### src/rtl/mcp_pkg.sv
package mcp_pkg;
  localparam int PW = 8;

  typedef enum logic [1:0] {
    MODE_NONE = 2'b00,
    MODE_FWD  = 2'b01,
    MODE_BWD  = 2'b10,
    MODE_BI   = 2'b11
  } pred_mode_e;

  typedef enum logic [2:0] {
    SQ_IDLE, SQ_PRIME, SQ_LOAD, SQ_GAP, SQ_EMIT
  } seq_state_e;

  function automatic logic [PW-1:0] avg2(input logic [PW-1:0] a, input logic [PW-1:0] b);
    logic [PW:0] s;
    s = {1'b0, a} + {1'b0, b} + {{PW{1'b0}}, 1'b1};
    return s[PW:1];
  endfunction

  function automatic logic [PW-1:0] avg4(input logic [PW-1:0] a, input logic [PW-1:0] b,
                                         input logic [PW-1:0] c, input logic [PW-1:0] d);
    logic [PW+1:0] s;
    s = {2'b00, a} + {2'b00, b} + {2'b00, c} + {2'b00, d} + {{PW{1'b0}}, 2'b10};
    return s[PW+1:2];
  endfunction

  function automatic logic [PW-1:0] half_pel(input logic [PW-1:0] a, input logic [PW-1:0] b,
                                             input logic [PW-1:0] c, input logic [PW-1:0] d,
                                             input logic hx, input logic hy);
    case ({hy, hx})
      2'b01:   return avg2(a, b);
      2'b10:   return avg2(a, c);
      2'b11:   return avg4(a, b, c, d);
      default: return a;
    endcase
  endfunction
endpackage

### src/rtl/mcp_seq.sv
module mcp_seq
  import mcp_pkg::*;
#(
  parameter int BLK = 8,
  parameter int GRP = 4,
  localparam int NGRP = BLK / GRP,
  localparam int RW = $clog2(BLK + 1),
  localparam int GW = (NGRP > 1) ? $clog2(NGRP) : 1
) (
  input  logic          clk,
  input  logic          rst_n,
  input  logic          start,
  input  logic [1:0]    mode_in,
  output logic          accept,
  output logic          row_rd,
  output logic [RW-1:0] row_sel,
  output logic          load_top,
  output logic          load_bot,
  output logic          issue,
  output logic [GW-1:0] grp_idx,
  output logic          grp_last,
  output logic          blk_last,
  output pred_mode_e    mode_q
);
  seq_state_e    state;
  logic [RW-1:0] row;
  logic [GW-1:0] grp;

  assign accept   = (state == SQ_IDLE) && start && (mode_in != 2'b00);
  assign load_top = (state == SQ_PRIME);
  assign load_bot = (state == SQ_LOAD);
  assign row_rd   = load_top || load_bot;
  assign row_sel  = load_top ? '0 : row + RW'(1);
  assign issue    = (state == SQ_EMIT);
  assign grp_idx  = grp;
  assign grp_last = issue && (grp == GW'(NGRP - 1));
  assign blk_last = grp_last && (row == RW'(BLK - 1));

  always_ff @(posedge clk) begin
    if (!rst_n) begin
      state  <= SQ_IDLE;
      row    <= '0;
      grp    <= '0;
      mode_q <= MODE_NONE;
    end else begin
      case (state)
        SQ_IDLE: if (accept) begin
          state  <= SQ_PRIME;
          mode_q <= pred_mode_e'(mode_in);
          row    <= '0;
          grp    <= '0;
        end
        SQ_PRIME: state <= SQ_LOAD;
        SQ_LOAD:  state <= SQ_GAP;
        SQ_GAP:   state <= SQ_EMIT;
        SQ_EMIT: begin
          if (grp == GW'(NGRP - 1)) begin
            grp <= '0;
            if (row == RW'(BLK - 1)) state <= SQ_IDLE;
            else begin
              row   <= row + RW'(1);
              state <= SQ_LOAD;
            end
          end else begin
            grp <= grp + GW'(1);
          end
        end
        default: state <= SQ_IDLE;
      endcase
    end
  end


  mode_none_ignored_chk: assert property (@(posedge clk) disable iff (!rst_n)
    (state == SQ_IDLE && start && mode_in == 2'b00) |=> (state == SQ_IDLE));


  busy_start_ignored_chk: assert property (@(posedge clk) disable iff (!rst_n)
    (state != SQ_IDLE && start) |=> (state != SQ_PRIME));


  row_range_chk: assert property (@(posedge clk) disable iff (!rst_n)
    row_rd |-> (row_sel <= RW'(BLK)));
endmodule

### src/rtl/mcp_path.sv
module mcp_path
  import mcp_pkg::*;
#(
  parameter int PIX_W = PW,
  parameter int BLK = 8,
  parameter int GRP = 4,
  localparam int NGRP = BLK / GRP,
  localparam int ROW_W = (BLK + 1) * PIX_W,
  localparam int WIN_W = (GRP + 1) * PIX_W,
  localparam int GW = (NGRP > 1) ? $clog2(NGRP) : 1
) (
  input  logic                 clk,
  input  logic                 rst_n,
  input  logic [ROW_W-1:0]     row_in,
  input  logic                 load_top,
  input  logic                 load_bot,
  input  logic                 issue,
  input  logic [GW-1:0]        grp_idx,
  input  logic                 shift,
  input  logic                 hx,
  input  logic                 hy,
  input  logic                 win_v,
  output logic [GRP*PIX_W-1:0] pred
);
  logic [ROW_W-1:0]     top_row, bot_row;
  logic [WIN_W-1:0]     win_top, win_bot;
  logic                 win_hx, win_hy;
  logic [WIN_W-1:0]     cand_top [NGRP];
  logic [WIN_W-1:0]     cand_bot [NGRP];
  logic [GRP*PIX_W-1:0] interp_c;

  for (genvar g = 0; g < NGRP; g++) begin : g_cand
    assign cand_top[g] = top_row[g*GRP*PIX_W +: WIN_W];
    assign cand_bot[g] = bot_row[g*GRP*PIX_W +: WIN_W];
  end

  for (genvar i = 0; i < GRP; i++) begin : g_px
    assign interp_c[i*PIX_W +: PIX_W] = half_pel(
      win_top[i*PIX_W +: PIX_W], win_top[(i+1)*PIX_W +: PIX_W],
      win_bot[i*PIX_W +: PIX_W], win_bot[(i+1)*PIX_W +: PIX_W], win_hx, win_hy);
  end

  always_ff @(posedge clk) begin
    if (!rst_n) begin
      top_row <= '0;
      bot_row <= '0;
      win_top <= '0;
      win_bot <= '0;
      win_hx  <= 1'b0;
      win_hy  <= 1'b0;
      pred    <= '0;
    end else begin
      if (load_top)   top_row <= row_in;
      else if (shift) top_row <= bot_row;
      if (load_bot)   bot_row <= row_in;
      if (issue) begin
        win_top <= cand_top[grp_idx];
        win_bot <= cand_bot[grp_idx];
        win_hx  <= hx;
        win_hy  <= hy;
      end
      if (win_v) pred <= interp_c;
    end
  end

  logic [PIX_W-1:0] w_a0, w_b0, p0;
  assign w_a0 = win_top[PIX_W-1:0];
  assign w_b0 = win_top[2*PIX_W-1:PIX_W];
  assign p0   = pred[PIX_W-1:0];


  full_pel_copy_chk: assert property (@(posedge clk) disable iff (!rst_n)
    (win_v && !win_hx && !win_hy) |=> (p0 == $past(w_a0)));


  h_half_bound_chk: assert property (@(posedge clk) disable iff (!rst_n)
    (win_v && win_hx && !win_hy) |=>
      (p0 >= (($past(w_a0) < $past(w_b0)) ? $past(w_a0) : $past(w_b0))) &&
      (p0 <= (($past(w_a0) > $past(w_b0)) ? $past(w_a0) : $past(w_b0))));
endmodule

### src/rtl/mcp_avg.sv
module mcp_avg
  import mcp_pkg::*;
#(
  parameter int PIX_W = PW,
  parameter int GRP = 4
) (
  input  logic                 clk,
  input  logic                 rst_n,
  input  logic                 en,
  input  pred_mode_e           mode,
  input  logic [GRP*PIX_W-1:0] fwd,
  input  logic [GRP*PIX_W-1:0] bwd,
  output logic [GRP*PIX_W-1:0] out_pix
);
  logic [GRP*PIX_W-1:0] mix_c;

  for (genvar i = 0; i < GRP; i++) begin : g_mix
    always_comb begin
      case (mode)
        MODE_BWD: mix_c[i*PIX_W +: PIX_W] = bwd[i*PIX_W +: PIX_W];
        MODE_BI:  mix_c[i*PIX_W +: PIX_W] = avg2(fwd[i*PIX_W +: PIX_W], bwd[i*PIX_W +: PIX_W]);
        default:  mix_c[i*PIX_W +: PIX_W] = fwd[i*PIX_W +: PIX_W];
      endcase
    end
  end

  always_ff @(posedge clk) begin
    if (!rst_n)  out_pix <= '0;
    else if (en) out_pix <= mix_c;
  end

  logic [PIX_W-1:0] f0, b0, o0;
  assign f0 = fwd[PIX_W-1:0];
  assign b0 = bwd[PIX_W-1:0];
  assign o0 = out_pix[PIX_W-1:0];


  bi_between_chk: assert property (@(posedge clk) disable iff (!rst_n)
    (en && mode == MODE_BI) |=>
      (o0 >= (($past(f0) < $past(b0)) ? $past(f0) : $past(b0))) &&
      (o0 <= (($past(f0) > $past(b0)) ? $past(f0) : $past(b0))));


  bwd_only_chk: assert property (@(posedge clk) disable iff (!rst_n)
    (en && mode == MODE_BWD) |=> (o0 == $past(b0)));
endmodule

### src/rtl/mcp_predictor.sv
module mcp_predictor
  import mcp_pkg::*;
#(
  parameter int PIX_W = PW,
  parameter int BLK = 8,
  parameter int GRP = 4,
  localparam int NGRP = BLK / GRP,
  localparam int ROW_W = (BLK + 1) * PIX_W,
  localparam int RW = $clog2(BLK + 1),
  localparam int GW = (NGRP > 1) ? $clog2(NGRP) : 1,
  localparam int OUT_W = GRP * PIX_W
) (
  input  logic             clk,
  input  logic             rst_n,
  input  logic             start,
  input  logic [1:0]       mode,
  input  logic             fwd_hx,
  input  logic             fwd_hy,
  input  logic             bwd_hx,
  input  logic             bwd_hy,
  input  logic [ROW_W-1:0] fwd_row,
  input  logic [ROW_W-1:0] bwd_row,
  output logic             row_rd,
  output logic [RW-1:0]    row_sel,
  output logic             out_valid,
  output logic [OUT_W-1:0] out_pix,
  output logic             block_done
);
  logic          accept, load_top, load_bot, issue, grp_last, blk_last;
  logic [GW-1:0] grp_idx;
  pred_mode_e    mode_q;

  mcp_seq #(.BLK(BLK), .GRP(GRP)) u_seq (
    .clk(clk), .rst_n(rst_n), .start(start), .mode_in(mode),
    .accept(accept), .row_rd(row_rd), .row_sel(row_sel),
    .load_top(load_top), .load_bot(load_bot), .issue(issue),
    .grp_idx(grp_idx), .grp_last(grp_last), .blk_last(blk_last), .mode_q(mode_q)
  );

  logic [1:0] hx_q, hy_q;
  always_ff @(posedge clk) begin
    if (!rst_n) begin
      hx_q <= '0;
      hy_q <= '0;
    end else if (accept) begin
      hx_q <= {bwd_hx, fwd_hx};
      hy_q <= {bwd_hy, fwd_hy};
    end
  end

  pred_mode_e s2_mode, s3_mode;
  logic       s2_v, s2_last, s3_v, s3_last, out_last;
  always_ff @(posedge clk) begin
    if (!rst_n) begin
      s2_v <= 1'b0; s2_last <= 1'b0; s2_mode <= MODE_NONE;
      s3_v <= 1'b0; s3_last <= 1'b0; s3_mode <= MODE_NONE;
      out_valid <= 1'b0; out_last <= 1'b0; block_done <= 1'b0;
    end else begin
      s2_v       <= issue;
      s2_last    <= blk_last;
      s2_mode    <= mode_q;
      s3_v       <= s2_v;
      s3_last    <= s2_last;
      s3_mode    <= s2_mode;
      out_valid  <= s3_v;
      out_last   <= s3_v && s3_last;
      block_done <= out_valid && out_last;
    end
  end

  logic [ROW_W-1:0] row_in [2];
  logic [OUT_W-1:0] pred   [2];
  assign row_in[0] = fwd_row;
  assign row_in[1] = bwd_row;

  for (genvar d = 0; d < 2; d++) begin : g_dir
    mcp_path #(.PIX_W(PIX_W), .BLK(BLK), .GRP(GRP)) u_path (
      .clk(clk), .rst_n(rst_n), .row_in(row_in[d]),
      .load_top(load_top), .load_bot(load_bot), .issue(issue),
      .grp_idx(grp_idx), .shift(grp_last), .hx(hx_q[d]), .hy(hy_q[d]),
      .win_v(s2_v), .pred(pred[d])
    );
  end

  mcp_avg #(.PIX_W(PIX_W), .GRP(GRP)) u_avg (
    .clk(clk), .rst_n(rst_n), .en(s3_v), .mode(s3_mode),
    .fwd(pred[0]), .bwd(pred[1]), .out_pix(out_pix)
  );


  row_gap_chk: assert property (@(posedge clk) disable iff (!rst_n)
    (out_valid && $past(out_valid)) |=> !out_valid);


  done_pulse_chk: assert property (@(posedge clk) disable iff (!rst_n)
    block_done |=> !block_done);


  done_after_group_chk: assert property (@(posedge clk) disable iff (!rst_n)
    block_done |-> ($past(out_valid) && !out_valid));
endmodule

### config.mk
export PLATFORM = sky130hd
export DESIGN_NAME = mcp_predictor
export DESIGN_NICKNAME = d
export VERILOG_FILES = /design/src/rtl/mcp_pkg.sv /design/src/rtl/mcp_seq.sv /design/src/rtl/mcp_path.sv /design/src/rtl/mcp_avg.sv /design/src/rtl/mcp_predictor.sv
export SDC_FILE = /design/constraint.sdc
export NUM_CORES = 2
export LEC_CHECK = 0
export BUFFER_PORTS_ARGS = -buffer_cell sky130_fd_sc_hd__buf_2
export CAP_MARGIN = 25
export CORE_MARGIN = 2
export CORE_UTILIZATION = 51
export DETAILED_ROUTE_END_ITERATION = 8
export GPL_TIMING_DRIVEN = 0
export PLACE_DENSITY = 0.81
export SYNTH_ARGS = -nofsm -noshare
export SYNTH_HDL_FRONTEND = slang
export SYNTH_SLANG_ARGS = --single-unit
export TNS_END_PERCENT = 5
### constraint.sdc
create_clock -name clk -period 3.3 [get_ports clk]
set_clock_uncertainty 0.1 [all_clocks]
set_input_delay 0.66 -clock clk [delete_from_list [all_inputs] [get_ports clk]]
set_output_delay 0.66 -clock clk [all_outputs]
set_load 0.02 [all_outputs]
==> flow_metrics.py <==
metrics = {
    "run_status": {
        "status": "finished, violations left",
        "violations": "negative setup slack",
    },
    "layout": {
        "final_area_sq_um": 40400,
        "fin_util": 0.589,
        "drive_above_1_share": 0.119,
        "nets": 5107,
        "syn2layout_area_growth_pct": 14.4,
    },
    "hold_path": {
        "hold_class": "input pin to flop",
        "whs_path_depth": 3,
    },
    "logic_synthesis": {
        "yosysUniqueCellTypes": 71,
        "synth_area_sq_um": 35300,
        "synth_top_family_by_area": "compound AO/OA/AOI/OAI gates",
        "synth_compound_area_frac": 0.220,
        "synth_mux_area_frac": 0.0622,
        "synth_area_leaders": "dfxtp_1 (32%), ha_1 (8.1%), nand2_1 (7.4%)",
        "synth_xor_area_frac": 0.0496,
        "syn_avg_cell_area_sq_um": 8.09,
        "synthArstFlopShare": 0,
        "synthFlopType": "dfxtp_1",
        "synth_edf_count": 0,
        "ys_ff_latch": 573,
        "synthCells": 4369,
        "ys_seq_area_frac": 0.325,
        "netlist.area_leader.share": 0.325,
        "yosys.area_share.simple": 0.150,
        "synth_warnings": 0,
        "synth_fp_nets": 4835,
        "synth_top_area_cell": "dfxtp_1",
        "synth-adder-area-share": 0.129,
    },
    "cts": {
        "cts_hold_buffers": 0,
        "clock_sinks": 573,
        "cts-buffers-inserted": 59,
        "cts.reportedPaths.clkPinSlew_ns": 0.06,
        "cts_tree": "yes",
        "clock_path_buffers": 3,
        "clk_latency_ns": 0.65,
        "clock_tree.root_cell": "clkbuf_16",
        "htree_num_levels": 2,
    },
    "route": {
        "drc_errors": 0,
        "drt-total-wl_microns": 126000,
        "ant_nets": 0,
        "wl_per_cell_microns": 22.4,
        "drt-initial-drc-count": 3991,
        "viasPerCell": 6.01,
        "vias": 33800,
        "dr.pass1.iters": 9,
    },
    "floorplan": {
        "rows": 96,
        "start_util": 0.515,
        "coreArea_sq_um": 68600,
        "dieArea_sq_um": 71400,
        "dieHeight_microns": 267,
        "die_w_microns": 267,
        "io_pins": 192,
    },
    "grt": {
        "grt_pass1_wl_microns": 188000,
        "grt_pass1_vias": 31600,
        "grt_util_all_layers": 0.343,
        "antenna_found_initial": 4,
        "grt.overflow.total": 0,
        "grt_max_degree": 18,
    },
    "flow_run": {
        "drv_cap": 0,
    },
    "place": {
        "gp_congestion": 1.02,
        "placed_area_sq_um": 37700,
        "dp_hpwl_microns": 99500,
        "dp_slack_ns": -0.633,
        "numPortBuffers": 191,
    },
    "sta": {
        "fin_ws_ns": -0.505,
        "tightest_slew_ns": 1.12,
        "max_slew_margin": 0.254,
        "setup_viol": 43,
        "fin_crit_sh": 1.15,
        "period_needed_ns": 3.80,
        "hold_viol_final": 0,
        "finalMaxSlewViolations": 0,
        "fmax_ghz": 0.263,
        "rsz0062_at_grt": "yes",
        "tns_ns": -7.78,
    },
    "power": {
        "vdd_drop_max_uv": 447,
        "internal_power_mw": 12.2,
        "swShare": 0.288,
        "clockPowerShare": 0.407,
        "p_comb_frac": 0.143,
        "p_leak_nw": 15.7,
        "power.share.sequential": 0.450,
        "power_switching_mw": 4.92,
        "p_total_mw": 17.1,
        "power_density_nw_per_um2": 423,
    },
    "setup_path": {
        "reg2reg_depth": 17,
        "worstSetupStartpointType": "flop",
        "crit_type": "flop to flop",
        "cp.arrival_ns": 4.18,
        "cp-end-kind": "flop",
        "cp_max_fo": 4,
        "cp_slowest_cell": "fa_1",
        "worstPathCellList": "ha_2 -> fa_2 -> a21o_1 -> a21oi_2 -> buf_4 -> xnor2_1 -> fa_1 -> inv_2 -> ha_4 -> nand3_1 -> o211ai_1 -> buf_4 -> o41ai_4 -> o21ba_2 -> xnor2_1 -> a211oi_1 -> a211oi_1",
        "worst_ep_required_time_ns": 3.68,
        "cpPeakStageDelay_ns": 0.51,
    },
}
-- power groups by stage --
stage / combinational (mW) / clock, mW / sequential (mW)
6_report: 2.44 / 6.97 / 7.69
5_1_grt: 2.64 / 7.23 / 7.72
4_1_cts: 2.35 / 6.95 / 7.67
3_5_place_dp: 2.30 / 0 / 7.82
3_3_place_gp: 2.25 / 0 / 7.81
2_1_floorplan: 1.55 / 0 / 7.66
-- sequential cells by signal (all words and copies together) (netlist names), 3 cells and up --
name,cells
g_dir.u_path.bot_row,144
g_dir.u_path.win_top,80
g_dir.u_path.win_bot,80
g_dir.u_path.top_row,144
g_dir.u_path.pred,64
u_avg.out_pix,32
u_seq.row,4
u_seq.state,3
-- critical path, delay by kind of cell, from the launching register on --
family / cells / cell delay (ns)
AOI/OAI and AO/OA: 7 / 1.18
xor gates and xnor gates: 2 / 0.22
adders and majority gates: 4 / 1.35
buffers and inverters: 3 / 0.39
DFF: 1 / 0.35
and+or+nand+nor: 1 / 0.07
-- area by class of cell --
cell class                      count  area [sq um]
Buffer                            284          1200
Multi-Input combinational cell   3216         22200
Inverter                          295          1110
Clock inverter                     23           330
Clock buffer                       83          1690
Fill cell                        6145         28200
Tap cell                          931          1160
Antenna cell                        2          5.00
Sequential cell                   573         11500
Timing Repair Buffer              212          1130
-- synth_stat cells, types with 19 or more instances --
| cell type | instances |
|---|---|
| a211oi_1 | 206 |
| a21o_1 | 63 |
| a21oi_1 | 396 |
| a22oi_1 | 73 |
| a311oi_1 | 86 |
| a31oi_1 | 32 |
| and2_1 | 21 |
| buf_1 | 22 |
| buf_2 | 63 |
| clkbuf_1 | 192 |
| dfxtp_1 | 573 |
| fa_1 | 84 |
| ha_1 | 229 |
| inv_1 | 292 |
| mux2i_1 | 187 |
| nand2_1 | 701 |
| nand2b_1 | 44 |
| nand3_1 | 31 |
| nor2_1 | 419 |
| nor2b_1 | 27 |
| nor3_1 | 19 |
| o211ai_1 | 22 |
| o21a_1 | 21 |
| o21ai_0 | 161 |
| o21bai_1 | 19 |
| xnor2_1 | 108 |
| xor2_1 | 92 |
-- path summary, 6_finish.rpt --
check / start / end / slack [ns]
setup / recovery: g_dir[1].u_path.win_top[0]$_SDFFE_PN0P_ / g_dir[1].u_path.pred[6]$_SDFFE_PN0P_ / -0.50
hold / removal: bwd_row[29] / g_dir[1].u_path.bot_row[29]$_SDFFE_PN0N_ / 0.16
setup reg to reg: g_dir[1].u_path.win_top[0]$_SDFFE_PN0P_ / g_dir[1].u_path.pred[6]$_SDFFE_PN0P_ / -0.50
hold reg to reg: s2_mode[1]$_SDFF_PN0_ / s3_mode[1]$_SDFF_PN0_ / 0.34
-- timing repair --
item,4_1_cts,5_1_grt
setup endpoints to repair,54,56
resized for setup,106,52
buffers inserted,21,0
pin swaps,34,21
-- through the flow --
step / cells / hold slack (ns)
floorplan: 4369 / 0.312
global placement: 5491 / 0.317
detailed placement: 5491 / 0.324
CTS: 5617 / 0.139
global route: 5618 / 0.150
finish: 5619 / 0.155
-- cell families after synthesis --
| logic type | after synthesis |
|---|---|
| and+or+nand+nor | 1302 |
| DFF | 573 |
| buffers and inverters | 580 |
| adders and majority gates | 313 |
| xor gates and xnor gates | 200 |
| muxes | 207 |
| AOI/OAI and AO/OA | 1194 |
-- placed cells by master, fill, tap and decap left out, types with 63 or more instances in the layout --
cell type | netlist | final
fa_1 | 84 | 76
a21o_1 | 63 | 63
o21ai_0 | 161 | 134
inv_1 | 292 | 287
a21oi_1 | 396 | 373
mux2i_1 | 187 | 187
dfxtp_1 | 573 | 541
a211oi_1 | 206 | 199
xor2_1 | 92 | 91
nand2_1 | 701 | 699
a311oi_1 | 86 | 86
xnor2_1 | 108 | 107
nor2_1 | 419 | 416
clkbuf_1 | 192 | 198
buf_2 | 63 | 251
ha_1 | 229 | 205
a22oi_1 | 73 | 72
-- routing by layer --
| metal | track usage | wire length (microns) | vias up |
|---|---|---|---|
| li1 | - | - | 15700 |
| met1 | 0.483 | 52700 | 15900 |
| met2 | 0.510 | 52500 | 1914 |
| met3 | 0.0689 | 14700 | 347 |
| met4 | 0.147 | 5900 | 2 |
| met5 | 0 | 13 | - |
Power figures use the tool's default switching activity.
